<file path="src/rtl/cmp_timer_pkg.sv">
package cmp_timer_pkg;

  typedef enum logic [1:0] {
    ACT_HOLD   = 2'b00,
    ACT_TOGGLE = 2'b01,
    ACT_CLEAR  = 2'b10,
    ACT_SET    = 2'b11
  } cmp_act_e;

  localparam int unsigned REG_AW  = 3;
  localparam int unsigned NUM_CH  = 2;
  localparam int unsigned CTRL_W  = 2 + 2 * NUM_CH;

  localparam logic [REG_AW-1:0] A_CTRL  = 3'd0;
  localparam logic [REG_AW-1:0] A_FORCE = 3'd1;
  localparam logic [REG_AW-1:0] A_COUNT = 3'd2;
  localparam logic [REG_AW-1:0] A_CMPA  = 3'd3;
  localparam logic [REG_AW-1:0] A_CMPB  = 3'd4;
  localparam logic [REG_AW-1:0] A_FLAGS = 3'd5;

  function automatic logic apply_act(input cmp_act_e act, input logic cur);
    logic res;
    unique case (act)
      ACT_TOGGLE: res = ~cur;
      ACT_CLEAR:  res = 1'b0;
      ACT_SET:    res = 1'b1;
      default:    res = cur;
    endcase
    return res;
  endfunction

endpackage

</file>
<file path="src/rtl/cmp_timer_counter.sv">
module cmp_timer_counter #(
  parameter int unsigned CNT_W = 8
) (
  input  logic             clk,
  input  logic             rst_n,
  input  logic             tick_i,
  input  logic             wr_i,
  input  logic [CNT_W-1:0] wr_data_i,
  input  logic             ctc_i,
  input  logic             clear_i,
  output logic [CNT_W-1:0] count_o,
  output logic             block_o,
  output logic             wrap_o
);

  localparam logic [CNT_W-1:0] CNT_MAX = {CNT_W{1'b1}};

  logic [CNT_W-1:0] count_q, count_d;
  logic             block_q, block_d;

  always_comb begin
    count_d = count_q;
    block_d = block_q;
    if (wr_i) begin
      count_d = wr_data_i;
      block_d = 1'b1;
    end else if (tick_i) begin
      block_d = 1'b0;
      if (clear_i) count_d = '0;
      else         count_d = count_q + CNT_W'(1);
    end
  end

  always_ff @(posedge clk or negedge rst_n) begin
    if (!rst_n) begin
      count_q <= '0;
      block_q <= 1'b0;
    end else begin
      count_q <= count_d;
      block_q <= block_d;
    end
  end

  assign wrap_o  = tick_i && !wr_i && !ctc_i && (count_q == CNT_MAX);
  assign count_o = count_q;
  assign block_o = block_q;

  AST_HOLD_NO_TICK: assert property (@(posedge clk) disable iff (!rst_n)
    (!tick_i && !wr_i) |=> $stable(count_q));
  AST_FREE_WRAP: assert property (@(posedge clk) disable iff (!rst_n)
    (tick_i && !wr_i && !ctc_i && count_q == CNT_MAX) |=> (count_q == '0));
  AST_WRITE_LOADS: assert property (@(posedge clk) disable iff (!rst_n)
    wr_i |=> (count_q == $past(wr_data_i)));

endmodule

</file>
<file path="src/rtl/cmp_timer_channel.sv">
module cmp_timer_channel
  import cmp_timer_pkg::*;
#(
  parameter int unsigned CNT_W = 8
) (
  input  logic             clk,
  input  logic             rst_n,
  input  logic             eval_i,
  input  logic [CNT_W-1:0] count_i,
  input  logic             cmp_wr_i,
  input  logic [CNT_W-1:0] wr_data_i,
  input  logic             force_i,
  input  logic [1:0]       act_i,
  input  logic             flag_clr_i,
  output logic [CNT_W-1:0] cmp_o,
  output logic             hit_o,
  output logic             flag_o,
  output logic             wave_o
);

  logic [CNT_W-1:0] cmp_q, cmp_d;
  logic             flag_q, flag_d;
  logic             wave_q, wave_d;
  logic             hit;

  assign hit = eval_i && (count_i == cmp_q);

  always_comb begin
    cmp_d  = cmp_wr_i ? wr_data_i : cmp_q;
    flag_d = flag_q;
    if (hit)             flag_d = 1'b1;
    else if (flag_clr_i) flag_d = 1'b0;
    wave_d = wave_q;
    if (hit || force_i) wave_d = apply_act(cmp_act_e'(act_i), wave_q);
  end

  always_ff @(posedge clk or negedge rst_n) begin
    if (!rst_n) begin
      cmp_q  <= '0;
      flag_q <= 1'b0;
      wave_q <= 1'b0;
    end else begin
      cmp_q  <= cmp_d;
      flag_q <= flag_d;
      wave_q <= wave_d;
    end
  end

  assign cmp_o  = cmp_q;
  assign hit_o  = hit;
  assign flag_o = flag_q;
  assign wave_o = wave_q;

  AST_FLAG_NEEDS_MATCH: assert property (@(posedge clk) disable iff (!rst_n)
    $rose(flag_q) |-> $past(hit));
  AST_WAVE_QUIET: assert property (@(posedge clk) disable iff (!rst_n)
    (!hit && !force_i) |=> $stable(wave_q));
  AST_FLAG_STICKY: assert property (@(posedge clk) disable iff (!rst_n)
    (flag_q && !flag_clr_i) |=> flag_q);

endmodule

</file>
<file path="src/rtl/cmp_timer.sv">
module cmp_timer
  import cmp_timer_pkg::*;
#(
  parameter int unsigned CNT_W = 8
) (
  input  logic                clk,
  input  logic                rst_n,
  input  logic                tick_i,
  input  logic                wr_en_i,
  input  logic [REG_AW-1:0]   addr_i,
  input  logic [CNT_W-1:0]    wr_data_i,
  output logic [CNT_W-1:0]    rd_data_o,
  output logic [NUM_CH-1:0]   wave_o
);

  logic [CTRL_W-1:0] ctrl_q, ctrl_d;
  logic              ovf_q, ovf_d;

  logic [CNT_W-1:0]  count;
  logic              block, wrap;
  logic              cnt_wr, ctrl_wr, flags_wr, force_wr;
  logic              eval, ctc, top_sel, top_hit;

  logic [NUM_CH-1:0]            hit, flag, force_v, cmp_wr;
  logic [NUM_CH-1:0][CNT_W-1:0] cmp;

  assign cnt_wr   = wr_en_i && (addr_i == A_COUNT);
  assign ctrl_wr  = wr_en_i && (addr_i == A_CTRL);
  assign flags_wr = wr_en_i && (addr_i == A_FLAGS);
  assign force_wr = wr_en_i && (addr_i == A_FORCE);
  assign cmp_wr[0] = wr_en_i && (addr_i == A_CMPA);
  assign cmp_wr[1] = wr_en_i && (addr_i == A_CMPB);

  assign ctc     = ctrl_q[0];
  assign top_sel = ctrl_q[1];
  assign eval    = tick_i && !block && !cnt_wr;
  assign top_hit = ctc && hit[top_sel];

  cmp_timer_counter #(.CNT_W(CNT_W)) u_counter (
    .clk       (clk),
    .rst_n     (rst_n),
    .tick_i    (tick_i),
    .wr_i      (cnt_wr),
    .wr_data_i (wr_data_i),
    .ctc_i     (ctc),
    .clear_i   (top_hit),
    .count_o   (count),
    .block_o   (block),
    .wrap_o    (wrap)
  );

  for (genvar g = 0; g < NUM_CH; g++) begin : g_ch
    assign force_v[g] = force_wr && wr_data_i[g];
    cmp_timer_channel #(.CNT_W(CNT_W)) u_ch (
      .clk        (clk),
      .rst_n      (rst_n),
      .eval_i     (eval),
      .count_i    (count),
      .cmp_wr_i   (cmp_wr[g]),
      .wr_data_i  (wr_data_i),
      .force_i    (force_v[g]),
      .act_i      (ctrl_q[2+2*g +: 2]),
      .flag_clr_i (flags_wr && wr_data_i[g]),
      .cmp_o      (cmp[g]),
      .hit_o      (hit[g]),
      .flag_o     (flag[g]),
      .wave_o     (wave_o[g])
    );
  end

  always_comb begin
    ctrl_d = ctrl_wr ? wr_data_i[CTRL_W-1:0] : ctrl_q;
    ovf_d  = ovf_q;
    if (wrap)                              ovf_d = 1'b1;
    else if (flags_wr && wr_data_i[NUM_CH]) ovf_d = 1'b0;
  end

  always_ff @(posedge clk or negedge rst_n) begin
    if (!rst_n) begin
      ctrl_q <= '0;
      ovf_q  <= 1'b0;
    end else begin
      ctrl_q <= ctrl_d;
      ovf_q  <= ovf_d;
    end
  end

  always_comb begin
    unique case (addr_i)
      A_CTRL:  rd_data_o = CNT_W'(ctrl_q);
      A_COUNT: rd_data_o = count;
      A_CMPA:  rd_data_o = cmp[0];
      A_CMPB:  rd_data_o = cmp[1];
      A_FLAGS: rd_data_o = CNT_W'({ovf_q, flag});
      default: rd_data_o = '0;
    endcase
  end

  AST_MASK_AFTER_WRITE: assert property (@(posedge clk) disable iff (!rst_n)
    cnt_wr |=> (hit == '0));
  AST_TOP_CLEAR: assert property (@(posedge clk) disable iff (!rst_n)
    (tick_i && !cnt_wr && top_hit) |=> (count == '0));
  AST_FORCE_READS_ZERO: assert property (@(posedge clk) disable iff (!rst_n)
    (addr_i == A_FORCE) |-> (rd_data_o == '0));
  AST_NO_OVF_IN_CTC: assert property (@(posedge clk) disable iff (!rst_n)
    (ctc && !ctrl_wr && !ovf_q) |=> !ovf_q);

endmodule

</file>
<file path="config.mk">
export PLATFORM = sky130hd
export DESIGN_NAME = cmp_timer
export DESIGN_NICKNAME = d
export VERILOG_FILES = /design/src/rtl/cmp_timer_pkg.sv /design/src/rtl/cmp_timer_counter.sv /design/src/rtl/cmp_timer_channel.sv /design/src/rtl/cmp_timer.sv
export SDC_FILE = /design/constraint.sdc
export NUM_CORES = 1
export LEC_CHECK = 0
export BUFFER_PORTS_ARGS = -buffer_cell sky130_fd_sc_hd__buf_2
export CAP_MARGIN = 20
export CORE_ASPECT_RATIO = 0.8
export CORE_UTILIZATION = 50
export CTS_CLUSTER_SIZE = 40
export DETAILED_ROUTE_END_ITERATION = 10
export PLACE_DENSITY = 0.67
export REMOVE_ABC_BUFFERS = 1
export SLEW_MARGIN = 5
export SYNTH_ARGS = -nofsm -noshare
export SYNTH_HDL_FRONTEND = slang
export SYNTH_HIERARCHICAL = 1
export SYNTH_SLANG_ARGS = --single-unit
export TNS_END_PERCENT = 30
</file>
<file path="constraint.sdc">
create_clock -name clk -period 2.4 [get_ports clk]
set_input_delay 0 -clock clk [delete_from_list [all_inputs] [get_ports clk]]
set_output_delay 0 -clock clk [all_outputs]
set_load 0.02 [all_outputs]
</file>
==> results of run 1 <==
## path summary, 6_finish.rpt
| check | from | end | slack [ps] | cells past startpoint |
|---|---|---|---|---|
| hold reg to reg | u_counter/block_o | u_counter/block_o | 480 | 1 |
| setup reg to reg | u_counter/count_o[5] | u_counter/count_o[2] | 240 | 9 |
| max in group asynchronous | rst_n | g_ch[0].u_ch/cmp_o[0] | 1550 | 2 |
| hold / removal | wr_data_i[3] | g_ch[1].u_ch/cmp_o[3] | 10 | 2 |
| setup / recovery | u_counter/count_o[5] | u_counter/count_o[2] | 240 | 9 |
| min in group asynchronous | rst_n | g_ch[1].u_ch/cmp_o[0] | 320 | 2 |
## worst max-delay path, stage by stage, from the launching register on
cell	delay (ps)
dfrtp_1	490
xnor2_1	310
nand3_1	170
nor3_1	400
mux2i_1	130
nor2b_1	120
buf_4	150
a21oi_1	50
a21oi_1	100
o21ai_0	90
## layout make-up
class / count / area (um2) / area share [%]
clock buffer: 5 / 68.82 / 2.689
clock inverter: 3 / 42.54 / 1.663
inverter: 7 / 26.28 / 1.027
multi-input combinational: 168 / 1229 / 48.02
sequential: 36 / 900.9 / 35.21
tap: 57 / 71.32 / 2.787
timing repair buffer: 36 / 220.2 / 8.606
## layer usage
metal / wire, um / track usage, %
met1: 2610 / 34.26
met2: 2331 / 38.70
met3: 311 / 5.037
met4: 97 / 9.615
met5: 0 / 0
## state kept, by name, summed over array words and instances (netlist names)
signal and flops:
g_ch.u_ch/cmp_o 16, u_counter/count_o 8, ctrl_q 6, g_ch.u_ch/flag_o 2, g_ch.u_ch/wave_o 2, ovf_q 1
u_counter/block_o 1
## cells in the mapped netlist, drive strengths merged
| cell | count |
|---|---|
| nand3b | 1 |
| o21ai | 11 |
| inv | 7 |
| and2 | 2 |
| xnor2 | 18 |
| buf | 4 |
| o2bb2ai | 2 |
| a22oi | 1 |
| or3 | 1 |
| nand2 | 6 |
| clkbuf | 5 |
| nand3 | 12 |
| ha | 1 |
| dfrtp | 36 |
| nor2b | 6 |
| nor3b | 4 |
| o221ai | 4 |
| nor4b | 3 |
| a31o | 1 |
| a31oi | 3 |
| nand2b | 8 |
| mux2i | 10 |
| or4 | 3 |
| nand4 | 3 |
| o31ai | 2 |
| a21o | 5 |
| nor2 | 8 |
| a21oi | 15 |
| o22ai | 1 |
| nor3 | 8 |
| or4b | 1 |
| and3 | 6 |
| mux2 | 22 |
## power groups by stage
| stage | clock [uW] | sequential, uW | combinational, uW |
|---|---|---|---|
| final | 540 | 945 | 680 |
| after global routing | 574 | 969 | 746 |
| after CTS | 551 | 944 | 675 |
| after detailed placement | 0 | 956 | 667 |
| after global placement | 0 | 951 | 662 |
| after floorplan | 0 | 908 | 489 |
## what timing repair did
action | CTS | global route
resized for setup | 0 | 0
endpoints found under the hold margin | 42 | 0
hold buffers | 4 | 0
## stage by stage
step / utilization [%] / total power, uW
final: 60.86 / 2165
after global routing: 60.86 / 2288
after CTS: 60.86 / 2170
after detailed placement: 57.26 / 1623
after global placement: 57.26 / 1612
after floorplan: - / 1397
## cells by family after synthesis
logic type                 Yosys count  share of synthesized area [%]
DFF                                 36                          40.93
adders and majority gates            1                         0.5684
buffers and inverters               16                          3.240
muxes                               32                          15.80
and+or+nand+nor                     72                          19.56
xor gates and xnor gates            18                          7.163
AOI/OAI and AO/OA                   45                          12.74
==> impl_metrics.toml, run 1 <==
[pwr]
p_clk_share_pct = 24.9
p_leak_uw = 0.001097
vdd_drop_max_uv = 384.6
powerDensity_nw_per_um2 = 846.0
internal_power_uw = 1412
p_comb_share_pct = 31.4
netSwitchingFraction_pct = 34.76
seqPwrFrac_pct = 43.7
p_sw_uw = 752.5

[clocking]
cts_tree = "yes"
cts_buffers = 5
clock-sinks = 36
htreeDepth = 2
root_buffer = "clkbuf_8"
clk_latency_ps = 300
clkSlewWorstSetupHoldPaths_ps = 80
cts.path.max_buffers = 2
cts_setup_buffers = 0

[grt]
grt_max_degree = 37
grt_pass1_wl_mm = 8.590
grt_overflow = 0
grt_antenna_before_repair = 0
first_global_vias = 1661
track_usage_pct = 24.64

[timing]
slew_headroom_pct = 45.56
hold_viol = 0
timing.final.crit_share_pct = 89.86
fmax_mhz = 463.7
clock_skew_ps = 11.46
period_minus_slack_ps = 2157
rsz0062_at_grt = "false"
setup_slack_ps = 243.4
tightest_slew_ps = 816.5
drv_slew = 0
finalSetupTns_ps = 0
holdWs_ps = 9.936
final-setup-viol-count = 0

[worst_setup_path]
startpoint_type = "register"
criticalPathCategory = "register to register"
cp_data_arrival_time_ps = 2320
critPathMaxFanout = 7
required_ps = 2560
endpoint_kind = "register"

[cells_and_area]
syn_to_final_growth_pct = 16.26
final_nets = 270
drive_gt1_share_pct = 26.27
fillers = 355
finalNonFillerCells = 312
layout_commonest_cell = "dfrtp_1"
final_cell_mix = "36 x dfrtp_1, 24 x buf_2, 22 x mux2_2"
fin_area_um2 = 2559
num_antenna_cells = 0

[floorplan]
fp.dieW_um = 76.18
io_pins = 25
core_um2 = 4204
start_util_pct = 52.35
fp.dieArea_um2 = 4673
fp.dieH_um = 61.34
num_rows = 21

[detailed_routing]
dr_total_vias = 1832
wl_mm = 5.350
remaining_drc_errors = 0
wl_per_cell_um = 17.15
drtAntennaViolNets = 0
drt_first_pass_iters = 4
viasPerCell = 5.872
drt_iter0_markers = 166

[logic_synthesis]
yosysTopAreaCell = "dfrtp_1"
synthCells = 220
synth_area_per_cell_um2 = 10.00
yosys_warnings = 6
synthTopCellsByArea = "dfrtp_1 41%, mux2_2 11%, xnor2_1 7.2%"
synth_cell_type_count = 38
synth_top_area_share_pct = 40.93
synth-seq-cells = 36
yosysSeqAreaShare_pct = 40.93
syn_area_um2 = 2201

[placed_design]
gp_congestion = 0.8886
pre_cts_ws_ps = 273.0
placed_cell_area_um2 = 2407
portBuffers = 24
dp_cells = 300
dp_hpwl_mm = 3.934

[run_status]
status = "finished, final reports clean"

[job]
drv_cap = 0

[worst_hold_path]
hp-class = "primary input to register"
(Power assumes the default switching activity.)
==> run 2, diff against run 1 <==
CORE_UTILIZATION = 30   (was 50)
PLACE_DENSITY = 0.44   (was 0.67)
==> run 2 against run 1 <==
  * The run now ends with DRC left
  * Global-route usage down 6.6 points
  * Setup slack worse by 39 ps
  * Sequential share of layout area down 0.49 points
  * Die area up 64%
  * Sequential cell count unchanged
  * Maximum frequency down 1.8%
  * Power down 3.5%
  * First-iteration DRC count down 37%
  * Critical path type unchanged
  * Critical endpoint is now u_counter/count_o[0]
==> impl_metrics.toml, run 2 (same netlist as run 1, synthesis figures left out) <==
[floorplan]
start_util_pct = 31.47
fp.dieW_um = 97.76
io_pins = 25
fp.dieArea_um2 = 7685
fp.dieH_um = 78.61
core_um2 = 6993
num_rows = 27

[grt]
track_usage_pct = 18.07
first_global_vias = 1829
grt_max_degree = 37
grt_pass1_wl_mm = 10.29
grt_overflow = 0
grt_antenna_before_repair = 0

[worst_setup_path]
critPathMaxFanout = 7
worst-path-stages = 10
critPathMaxStageDelay_ps = 420
required_ps = 2580
crit_chain = "buf_4 -> xnor2_1 -> nand4_1 -> nor3_1 -> mux2i_1 -> nor2b_1 -> buf_4 -> nor3_1 -> a21oi_1 -> o21ai_0"
critPathTopFamily = "simple AND/OR/NAND/NOR gates"
slowest_stage = "dfrtp_1"
startpoint_type = "register"
path_buf_inv = 2
reg2regPathDepth = 10
criticalPathCategory = "register to register"
endpoint_kind = "register"
r2r_slack_ps = 200
cp_data_arrival_time_ps = 2370

[clocking]
cts_setup_buffers = 0
cts.path.max_buffers = 2
clkSlewWorstSetupHoldPaths_ps = 80
cts_buffers = 5
clk_latency_ps = 290
root_buffer = "clkbuf_8"
cts_tree = "yes"
clock-sinks = 36
htreeDepth = 2

[placed_design]
portBuffers = 24
dp_cells = 333
placed_cell_area_um2 = 2467
dp_hpwl_mm = 4.609
gp_congestion = 0.7765

[cells_and_area]
syn_to_final_growth_pct = 17.91
drive_gt1_share_pct = 26.36
finalNonFillerCells = 345
final_cell_mix = "36 x dfrtp_1, 24 x buf_2, 22 x mux2_2"
layout_commonest_cell = "dfrtp_1"
num_antenna_cells = 0
final_util_pct = 37.11
fillers = 723
final_nets = 274
fin_area_um2 = 2595
largest_reg_flops = 16

[timing]
hold_viol = 0
clock_skew_ps = 4.154
timing.final.crit_share_pct = 91.48
rsz0062_at_grt = "false"
final-setup-viol-count = 0
fmax_mhz = 455.4
period_minus_slack_ps = 2196
tightest_slew_ps = 847.6
drv_slew = 0
slew_headroom_pct = 43.49
finalSetupTns_ps = 0

[pwr]
netSwitchingFraction_pct = 36.90
p_clk_share_pct = 20.6
powerDensity_nw_per_um2 = 804.9
p_sw_uw = 770.7
p_leak_uw = 0.001104
p_comb_share_pct = 34.9
internal_power_uw = 1318
vdd_drop_max_uv = 270.0
seqPwrFrac_pct = 44.6

[detailed_routing]
wl_met3_um = 288
highest-signal-layer = "met4"
wl_met1_mm = 3.356
wl_mm = 6.350
dr_total_vias = 1815
viasPerCell = 5.261
wl_per_cell_um = 18.41
drtAntennaViolNets = 0
remaining_drc_errors = 4
drt_iter0_markers = 104
wl_met2_mm = 2.633
drt_first_pass_iters = 7

[worst_hold_path]
hold_depth = 3
hp-class = "primary input to register"

[job]
drv_cap = 0

[run_status]
status = "finished with violations"
failed_checks = "DRC"
run 2: cell types whose count changed in the layout (fill, tap and decap cells not counted):
cell           previous run  this run
clkbuf_1                  0         1
clkinvlp_4                1         0
bufinv_16                 1         0
dlygate4sd3_1             4         5
buf_4                     8        11
run 2: layout make-up:
| cell class | count | area (um2) | share of cell area (%) |
|---|---|---|---|
| multi-input combinational | 168 | 1229 | 47.35 |
| clock inverter | 1 | 5.005 | 0.1929 |
| tap | 87 | 108.9 | 4.195 |
| sequential | 36 | 900.9 | 34.72 |
| inverter | 7 | 26.28 | 1.013 |
| clock buffer | 6 | 72.57 | 2.797 |
| timing repair buffer | 40 | 252.7 | 9.740 |
run 2: metal layers:
metal  up-vias  global-route usage, %
li1        878                      -
met4         0                  5.303
met3         9                  3.740
met5         -                      0
met1       882                  26.95
met2        46                  25.89
run 2: timing repair:
item	4_1_cts	5_1_grt
resized for setup	0	0
hold buffers	5	0
hold endpoints to repair	43	0
run 2: worst paths after layout:
| check | startpoint | to |
|---|---|---|
| max | u_counter/count_o[1] | u_counter/count_o[0] |
| min reg2reg | ovf_q | ovf_q |
| max in group asynchronous | rst_n | g_ch[0].u_ch/cmp_o[4] |
| min | wr_data_i[2] | u_counter/count_o[2] |
| min in group asynchronous | rst_n | ctrl_q[2] |
| max reg2reg | u_counter/count_o[1] | u_counter/count_o[0] |
run 2: worst min-delay path: stages:
cell and delay [ps]:
buf_2 140, nand2_1 60, o21ai_0 60
run 2: power groups by stage:
stage | Clock [uW] | Sequential (uW) | Combinational [uW]
6_report | 429 | 931 | 728
5_1_grt | 469 | 957 | 804
4_1_cts | 435 | 933 | 729
3_5_place_dp | 0 | 944 | 718
3_3_place_gp | 0 | 948 | 725
2_1_floorplan | 0 | 908 | 489
run 2: metrics by stage:
step | total power [uW] | setup WS, ps | hold WS [ps]
finish | 2089 | 204.4 | 9.902
global route | 2229 | 55.75 | 24.20
CTS | 2097 | 248.4 | 17.74
detailed placement | 1661 | 265.4 | 169.2
global placement | 1673 | 218.5 | 182.2
floorplan | 1397 | 390.8 | -295.6
